<file path="src/rtl/csg_pkg.sv">
// Package: control-word layout and helpers for the clock slice generator.
// Assumes a 32-bit control word whose field positions are fixed by software.
package csg_pkg;
    localparam int WORD_W   = 32;
    localparam int SEL_W    = 3;
    localparam int PRE_W    = 3;
    localparam int POST_W   = 6;
    localparam int MAX_SRC  = 1 << SEL_W;

    localparam int GATE_BIT = 28;
    localparam int SEL_LSB  = 24;
    localparam int PRE_LSB  = 16;
    localparam int POST_LSB = 0;

    typedef struct packed {
        logic              gate;
        logic [SEL_W-1:0]  sel;
        logic [PRE_W-1:0]  pre;
        logic [POST_W-1:0] post;
    } csg_cfg_t;

    // Packs a configuration into its control-word image.
    function automatic logic [WORD_W-1:0] cfg_to_word(csg_cfg_t c);
        logic [WORD_W-1:0] w;
        w = '0;
        w[GATE_BIT]             = c.gate;
        w[SEL_LSB +: SEL_W]     = c.sel;
        w[PRE_LSB +: PRE_W]     = c.pre;
        w[POST_LSB +: POST_W]   = c.post;
        return w;
    endfunction

    // Extracts the configuration fields from a control-word image.
    function automatic csg_cfg_t word_to_cfg(logic [WORD_W-1:0] w);
        csg_cfg_t c;
        c.gate = w[GATE_BIT];
        c.sel  = w[SEL_LSB +: SEL_W];
        c.pre  = w[PRE_LSB +: PRE_W];
        c.post = w[POST_LSB +: POST_W];
        return c;
    endfunction

    localparam csg_cfg_t ALL_ONES_CFG = '{gate: 1'b1, sel: '1, pre: '1, post: '1};
    localparam logic [WORD_W-1:0] FIELD_MASK = cfg_to_word(ALL_ONES_CFG);
endpackage

</file>
<file path="src/rtl/csg_ctrl_reg.sv">
// Module: control word holder. It applies full writes or divider-only writes.
// A full write has priority. The restart output pulses in the cycle of a write
// that changes the source or either ratio.
// Assumes both write strobes are single-cycle and synchronous to clk.
module csg_ctrl_reg
    import csg_pkg::*;
(
    input  logic              clk,
    input  logic              rst_n,
    input  logic              reg_wr,
    input  logic [WORD_W-1:0] reg_wdata,
    input  logic              div_wr,
    input  logic [PRE_W-1:0]  div_pre,
    input  logic [POST_W-1:0] div_post,
    output csg_cfg_t          cfg,
    output logic [WORD_W-1:0] rdata,
    output logic              restart
);
    csg_cfg_t cur_q;
    csg_cfg_t nxt;

    // Next configuration: a full write wins over a divider-only write.
    always_comb begin
        nxt = cur_q;
        if (reg_wr) begin
            nxt = word_to_cfg(reg_wdata);
        end else if (div_wr) begin
            nxt.pre  = div_pre;
            nxt.post = div_post;
        end
    end

    // Restart strobe: a rate-defining field is about to change.
    always_comb begin
        restart = (nxt.sel != cur_q.sel) || (nxt.pre != cur_q.pre) ||
                  (nxt.post != cur_q.post);
    end

    // Register update with synchronous active-low reset.
    always_ff @(posedge clk) begin
        if (!rst_n) cur_q <= '0;
        else        cur_q <= nxt;
    end

    assign cfg   = cur_q;
    assign rdata = cfg_to_word(cur_q);

    p_full_write_r2: assert property (@(posedge clk) disable iff (!rst_n)
        reg_wr |=> rdata == ($past(reg_wdata) & FIELD_MASK));

    p_div_write_r6: assert property (@(posedge clk) disable iff (!rst_n)
        (div_wr && !reg_wr) |=>
            (rdata[PRE_LSB +: PRE_W] == $past(div_pre)) &&
            (rdata[POST_LSB +: POST_W] == $past(div_post)) &&
            (rdata[WORD_W-1:PRE_LSB+PRE_W] == $past(rdata[WORD_W-1:PRE_LSB+PRE_W])));
endmodule

</file>
<file path="src/rtl/csg_div_stage.sv">
// Module: one divide stage with a minus-one limit. It emits one pulse for
// every limit+1 input pulses. The output is combinational on the completing
// input pulse. Clear restarts the count and suppresses output that cycle.
// Assumes limit changes only in a cycle where clear is also asserted.
module csg_div_stage #(
    parameter int W = 3
) (
    input  logic         clk,
    input  logic         rst_n,
    input  logic         clear,
    input  logic         in_tick,
    input  logic [W-1:0] limit,
    output logic         out_tick
);
    logic [W-1:0] cnt_q;
    logic         at_end;

    assign at_end   = (cnt_q == limit);
    assign out_tick = in_tick && at_end && !clear;

    // Input pulse counter with wrap at the limit.
    always_ff @(posedge clk) begin
        if (!rst_n || clear) cnt_q <= '0;
        else if (in_tick)    cnt_q <= at_end ? '0 : cnt_q + 1'b1;
    end

    p_cnt_bound_r4: assert property (@(posedge clk) disable iff (!rst_n)
        cnt_q <= limit);

    p_clear_zero_r7: assert property (@(posedge clk) disable iff (!rst_n)
        clear |=> cnt_q == '0);
endmodule

</file>
<file path="src/rtl/clk_slice_gen.sv">
// Module: top of the clock slice generator. It does source select, then
// pre-divide, then post-divide, then the gate. The output pulse and the
// toggling level are registered.
// Assumes every src_tick bit is a one-cycle enable pulse in the clk domain.
module clk_slice_gen
    import csg_pkg::*;
#(
    parameter int NUM_SRC = 8
) (
    input  logic               clk,
    input  logic               rst_n,
    input  logic [NUM_SRC-1:0] src_tick,
    input  logic               reg_wr,
    input  logic [31:0]        reg_wdata,
    input  logic               div_wr,
    input  logic [2:0]         div_pre,
    input  logic [5:0]         div_post,
    output logic [31:0]        reg_rdata,
    output logic               slice_tick,
    output logic               slice_clk
);
    csg_cfg_t           cfg;
    logic               restart;
    logic               clear;
    logic [MAX_SRC-1:0] src_pad;
    logic               sel_tick;
    logic               pre_tick;
    logic               post_tick;
    logic               tick_q;
    logic               lvl_q;

    csg_ctrl_reg u_ctrl (
        .clk       (clk),
        .rst_n     (rst_n),
        .reg_wr    (reg_wr),
        .reg_wdata (reg_wdata),
        .div_wr    (div_wr),
        .div_pre   (div_pre),
        .div_post  (div_post),
        .cfg       (cfg),
        .rdata     (reg_rdata),
        .restart   (restart)
    );

    // Pad the source vector to the full select range; missing sources never tick.
    for (genvar i = 0; i < MAX_SRC; i++) begin : g_src
        if (i < NUM_SRC) begin : g_live
            assign src_pad[i] = src_tick[i];
        end else begin : g_dead
            assign src_pad[i] = 1'b0;
        end
    end

    assign sel_tick = src_pad[cfg.sel];
    assign clear    = restart || !cfg.gate;

    csg_div_stage #(.W(PRE_W)) u_pre (
        .clk      (clk),
        .rst_n    (rst_n),
        .clear    (clear),
        .in_tick  (sel_tick),
        .limit    (cfg.pre),
        .out_tick (pre_tick)
    );

    csg_div_stage #(.W(POST_W)) u_post (
        .clk      (clk),
        .rst_n    (rst_n),
        .clear    (clear),
        .in_tick  (pre_tick),
        .limit    (cfg.post),
        .out_tick (post_tick)
    );

    // Output pulse register and toggling level, both cleared by restart or gate-off.
    always_ff @(posedge clk) begin
        if (!rst_n || clear) begin
            tick_q <= 1'b0;
            lvl_q  <= 1'b0;
        end else begin
            tick_q <= post_tick;
            if (post_tick) lvl_q <= !lvl_q;
        end
    end

    assign slice_tick = tick_q;
    assign slice_clk  = lvl_q;

    p_gate_off_r8: assert property (@(posedge clk) disable iff (!rst_n)
        !cfg.gate |=> !slice_tick && !slice_clk);

    p_src_needed_r3: assert property (@(posedge clk) disable iff (!rst_n)
        slice_tick |-> $past(sel_tick));

    p_toggle_r9: assert property (@(posedge clk) disable iff (!rst_n)
        post_tick |=> slice_tick && (slice_clk != $past(slice_clk)));
endmodule

</file>
<file path="config.mk">
export PLATFORM = sky130hd
export DESIGN_NAME = clk_slice_gen
export DESIGN_NICKNAME = d
export VERILOG_FILES = /design/src/rtl/csg_pkg.sv /design/src/rtl/csg_ctrl_reg.sv /design/src/rtl/csg_div_stage.sv /design/src/rtl/clk_slice_gen.sv
export SDC_FILE = /design/constraint.sdc
export NUM_CORES = 1
export LEC_CHECK = 0
export BUFFER_PORTS_ARGS = -buffer_cell sky130_fd_sc_hd__buf_2
export CAP_MARGIN = 40
export CORE_ASPECT_RATIO = 0.5
export CORE_UTILIZATION = 50
export CTS_BUF_LIST = sky130_fd_sc_hd__clkbuf_4
export CTS_CLUSTER_DIAMETER = 60
export CTS_CLUSTER_SIZE = 14
export DETAILED_ROUTE_END_ITERATION = 10
export PLACE_DENSITY = 0.85
export SYNTH_ARGS = -nofsm -noshare
export SYNTH_HDL_FRONTEND = slang
export SYNTH_SLANG_ARGS = --single-unit
</file>
<file path="constraint.sdc">
create_clock -name clk -period 3.7 [get_ports clk]
set_input_delay 0.37 -clock clk [delete_from_list [all_inputs] [get_ports clk]]
set_output_delay 0.37 -clock clk [all_outputs]
set_load 0.02 [all_outputs]
</file>
== Word-level counts from Yosys, hierarchy flattened ==
Index checks and enable logic that the tools add are counted.
W data, S select, Z words.

* Input port bits: 53
* Word-level logic and storage cells: 35
* Bits in registers: 24

* Order comparisons: 1
* Reduce and logical (&&, ||, !) cells: 12
* Mux-type cells: 7
* Add/subtract/negate cells: 2
* Equality and inequality tests: 5

{| class="wikitable"
|+ Operator list
! cell !! count
|-
| $mux W9 || 2
|-
| $add A6 B1 Y6 const B || 1
|-
| $eq A6 B6 Y1 || 1
|-
| $mux W3 || 2
|-
| $mux W6 || 1
|-
| $ne A3 B3 Y1 || 2
|-
| $ne A6 B6 Y1 || 1
|-
| $logic_and A1 B1 Y1 || 4
|-
| $logic_not A1 Y1 || 4
|-
| $logic_or A1 B1 Y1 || 4
|-
| $lt A3 B4 Y1 const B || 1
|-
| $add A3 B1 Y3 const B || 1
|-
| $bmux W1 S3 || 1
|-
| $eq A3 B3 Y1 || 1
|-
| $mux W1 || 1
|}

== Depth between registers and ports, before layout ==
* Word-level depth: 10
* Depth in mapped cells: 7
* Depth with buffers taken out: 5

== Modules after synthesis ==
From an unflattened synthesis, not the netlist that was laid out.

* Cell total of the unflattened synthesis: 188
* Area, all modules: 1778.0 um2

{| class="wikitable"
|+ By module, submodules not included
! module !! cells each !! instances !! seq. area each (um2) !! area each (um2)
|-
| csg_ctrl_reg || 118 || 1 || 260.2 || 1057.3
|-
| csg_div_stage (u_post) || 37 || 1 || 120.1 || 372.9
|-
| csg_div_stage (u_pre) || 24 || 1 || 60.1 || 211.5
|-
| clk_slice_gen || 9 || 1 || 40.0 || 136.4
|}

== Worst setup path after synthesis ==
Ideal clock, no wire load.

* Kind: reg-to-reg
* From: register u_ctrl.cur_q, in the netlist u_ctrl.cfg[9]
* To: register lvl_q (netlist: slice_clk)
* Arrival time: 1.981 ns
* Slack: 1.648 ns
* Stages on the path, launching flop included: 8
* Library setup time: 0.071 ns
* Cells stage by stage: dfxtp_1 -> buf_6 -> mux2i_1 -> mux4_2 -> nand2b_1 -> buf_6 -> or3_1 -> a21oi_1

* Longest elaborated chain between the ends: 9
* Elaborated cells on any way between the ends: 13

{| class="wikitable"
|+ Ends and longest elaborated chain
! what !! RTL line !! RTL
|-
| from (decl) || csg_ctrl_reg.sv:19 || <nowiki>csg_cfg_t cur_q;</nowiki>
|-
| from (signal assigned) || csg_ctrl_reg.sv:42 || <nowiki>else cur_q <= nxt;</nowiki>
|-
| $mux W3 || csg_ctrl_reg.sv:25 || <nowiki>if (reg_wr) begin</nowiki>
|-
| $ne A3 B3 Y1 || csg_ctrl_reg.sv:35 || <nowiki>restart = (nxt.sel != cur_q.sel) || (nxt.pre != cur_q.pre) ||</nowiki>
|-
| $logic_or A1 B1 Y1 (2 in series) || csg_ctrl_reg.sv:35 ||
|-
| $logic_or A1 B1 Y1 || clk_slice_gen.sv:55 || <nowiki>assign clear = restart || !cfg.gate;</nowiki>
|-
| $logic_not A1 Y1 || csg_div_stage.sv:19 || <nowiki>assign out_tick = in_tick && at_end && !clear;</nowiki>
|-
| $logic_and A1 B1 Y1 (3 in series) || csg_div_stage.sv:19 ||
|-
| to (signal assigned) || clk_slice_gen.sv:82 || <nowiki>if (post_tick) lvl_q <= !lvl_q;</nowiki>
|-
| to (decl) || clk_slice_gen.sv:30 || <nowiki>logic lvl_q;</nowiki>
|}

Several ways; a longest one is shown, not always the timed one. The select of a mux whose other input is x is not followed.
A chain may end at the register's enable or synchronous reset.

== Worst setup path in the final report ==
* From: register u_ctrl.cur_q, in the netlist u_ctrl.cfg[9]
* To: register u_post.cnt_q[5]

* Longest elaborated chain between the ends: 7
* Elaborated cells on any way between the ends: 11

{| class="wikitable"
|+ Ends and longest elaborated chain
! what !! RTL line !! RTL
|-
| $mux W3 || csg_ctrl_reg.sv:25 ||
|-
| $ne A3 B3 Y1 || csg_ctrl_reg.sv:35 ||
|-
| $logic_or A1 B1 Y1 (2 in series) || csg_ctrl_reg.sv:35 ||
|-
| $logic_or A1 B1 Y1 || clk_slice_gen.sv:55 ||
|-
| $logic_not A1 Y1 || csg_div_stage.sv:19 ||
|-
| $logic_and A1 B1 Y1 || csg_div_stage.sv:19 ||
|-
| to (signal assigned) || csg_div_stage.sv:24 || <nowiki>else if (in_tick) cnt_q <= at_end ? '0 : cnt_q + 1'b1;</nowiki>
|-
| to (decl) || csg_div_stage.sv:15 || <nowiki>logic [W-1:0] cnt_q;</nowiki>
|}

Several ways; a longest one is shown, not always the timed one. The select of a mux whose other input is x is not followed.

==> flow_summary.ini <==
[cts]
cts_tree = yes
ctsHoldBuffers = 0
cts.htree.levels = 1
clkLatencyLatePin_ns = 0.33
cts_sinks = 24
clk_pin_slew_worst_paths_ns = 0.14
ctsResizeCount = 0
numCtsBuffers = 3
root_buffer = clkbuf_4
clock_path_buffers = 2
post-cts-setup-buffer-count = 0

[yosys]
yosysMostFrequentCell = dfxtp_1
synth.distinct_cells = 38
syn-cell-area_mm2 = 0.00167
synthTopCellsByArea = dfxtp_1, xor2_1, mux2i_1, buf_4, and2_1
synthCells = 193
seq_area_frac_synth_pct = 28.8
ys_warn_count = 0
synth_top_cell_by_area = dfxtp_1
synthArstFlopShare_pct = 0
synth_ff_type = dfxtp_1
yosys_register_bits = 24
synth_edf_count = 0
netlist_top_cells_count = dfxtp_1, xor2_1, buf_4
syn_avg_cell_area_um2 = 8.65
synthDominantCellAreaShare_pct = 28.8

[timing]
worst_slack_ns = 1.55
finalCritPeriodShare_pct = 58.1
slew_viol_final = 0
fin_tns_setup_ns = 0
clock-skew-final_ns = 0.0120
maxSlewHeadroom_pct = 55.1
finalHoldViolCount = 0
period_needed_ns = 2.15
clock.fmax_mhz = 465
rsz0062_at_grt = false
setup_viol = 0
worstMarginPinSlew_ns = 0.667

[finish]
synthToLayoutAreaGrowth_pct = 13.3
instances_no_fill = 276
nFillCells = 263
num_antenna_cells = 0
final_nets = 292
final_core_utilization_pct = 61.4
layout-drive-gt1-share_pct = 23.7

[placed_design]
portBuffers = 48
hpwl_um = 2640
post-place-cells = 272
place_ws_ns = 1.55
gp_congestion = 0.793

[die]
core_mm2 = 0.00308
die_x_um = 83.7
dieArea_mm2 = 0.00359
ios = 87
start_util_pct = 54.1
num_rows = 14
die_h_um = 42.9

[worst_setup_path]
required_ns = 3.97
worst_ep_arrival_time_ns = 2.42
r2r_slack_ns = 1.55
path_class = reg -> reg
crit_fanout = 9
cpMaxStageDelayCell = mux4_2
cp-start-kind = flip-flop
r2r-start = u_ctrl.cfg[9]
startpoint = u_ctrl.cfg[9]
crit_path_cell_trace = mux2i_1, mux4_2, a211oi_4, or3b_1, a21oi_1
slowest_delay_ns = 0.61
cp.buffers_inverters = 0
cp_top_family = multiplexers
endpoint_kind = flip-flop

[route]
wl_per_cell_um = 12.4
drt-total-wl_um = 3420
met3_length_um = 186
first_pass_iters = 4
wl_met2_um = 1670
first_iter_violations = 49
ant_nets = 0
topRoutingLayerUsed = met4
drc = 0
num_vias = 1438
viasPerCell = 5.21
wl_met1_um = 1520

[grt]
antenna_found_initial = 0
grt_overflow = 0
grt_max_degree = 28
grt_pass1_wl_um = 5590
grtUsageTotal_pct = 19.6
first_global_vias = 1291

[pwr]
p_leak_uw = 0.000904
pwr_density_cell_mw_per_mm2 = 334
max-vdd-ir-drop_v = 0.000157

[hold_path]
hp-class = in -> reg
min-delay-start = reg_wdata[28]

[outcome]
status = completed

[run]
max_cap_violations = 0
-- sequential cells by signal (all words and copies together) (netlist names) --
name          count
u_pre.cnt_q       3
slice_clk         1
u_ctrl.cfg       13
u_post.cnt_q      6
slice_tick        1
-- where the power goes --
| group | leakage (uW) | internal, uW | total (uW) | switching, uW |
|---|---|---|---|---|
| logic | 0.000680 | 61.6 | 155 | 93.1 |
| registers | 0.000196 | 268 | 284 | 16.1 |
| clock network | 0.0000279 | 110 | 193 | 82.9 |
| total | 0.000904 | 439 | 631 | 192 |
-- per-layer routing --
layer / up-vias / track usage (%)
met5: - / 0
met4: 0 / 6.10
met3: 4 / 4.67
met2: 50 / 36.3
met1: 670 / 22.7
li1: 714 / -
-- through the flow --
step / hold slack [ns] / instance area (um^2) / total power [uW]
after floorplan: 0.468 / 1740 / 416
after global placement: 0.479 / 1840 / 438
after detailed placement: 0.490 / 1840 / 443
after CTS: 0.282 / 1890 / 637
after global routing: 0.316 / 1890 / 662
final: 0.295 / 1890 / 631
-- cell type report --
| class | instances | area (um^2) | area share [%] |
|---|---|---|---|
| multi-input cells | 158 | 1060 | 56.1 |
| flip-flops and latches | 24 | 480 | 25.4 |
| repair buffers | 48 | 240 | 12.7 |
| well taps | 40 | 50.0 | 2.65 |
| clock inverters | 1 | 30.0 | 1.59 |
| clock buffers | 3 | 22.5 | 1.19 |
| inverters | 2 | 7.51 | 0.397 |
-- worst min-delay path, delay by kind of cell --
kind	cells	cell delay, ns
multiplexers	1	0.05
AND/OR/NAND/NOR	1	0.09
buffers and inverters	1	0.07
-- cells in the final DEF, fill, tap and decap left out, drive strengths merged, types with 2 or more instances in the layout --
cell and n:
a21boi 2, a21oi 11, and2 9, and3 2
buf 48, clkbuf 3, conb 19, dfxtp 24
ha 2, inv 2, mux2i 18, nand2 12
nand3 4, nand3b 2, nor2 8, nor2b 6
nor3 3, nor4 3, o21ai 15, o41ai 2
xnor2 5, xor2 23
-- cells by family (layout without fill, tap and decap cells) --
kind of cell,count (synthesis),in the layout,synth area share (%)
buffers and inverters,29,54,11.7
AND/OR/NAND/NOR,55,55,18.1
other,1,19,0.225
XOR/XNOR,28,28,14.7
multiplexers,19,19,12.1
adder cells (fa/ha/maj),2,2,1.50
AO/OA/AOI/OAI,35,35,12.8
flip-flops,24,24,28.8
-- path summary, 6_finish.rpt --
kind / endpoint / depth (start not counted)
setup / recovery: u_post.cnt_q[5] / 5
hold / removal: u_ctrl.cfg[12] / 3
setup reg to reg: u_post.cnt_q[5] / 5
hold reg to reg: slice_clk / 2
No activity file was read; power rests on OpenSTA's default activity.
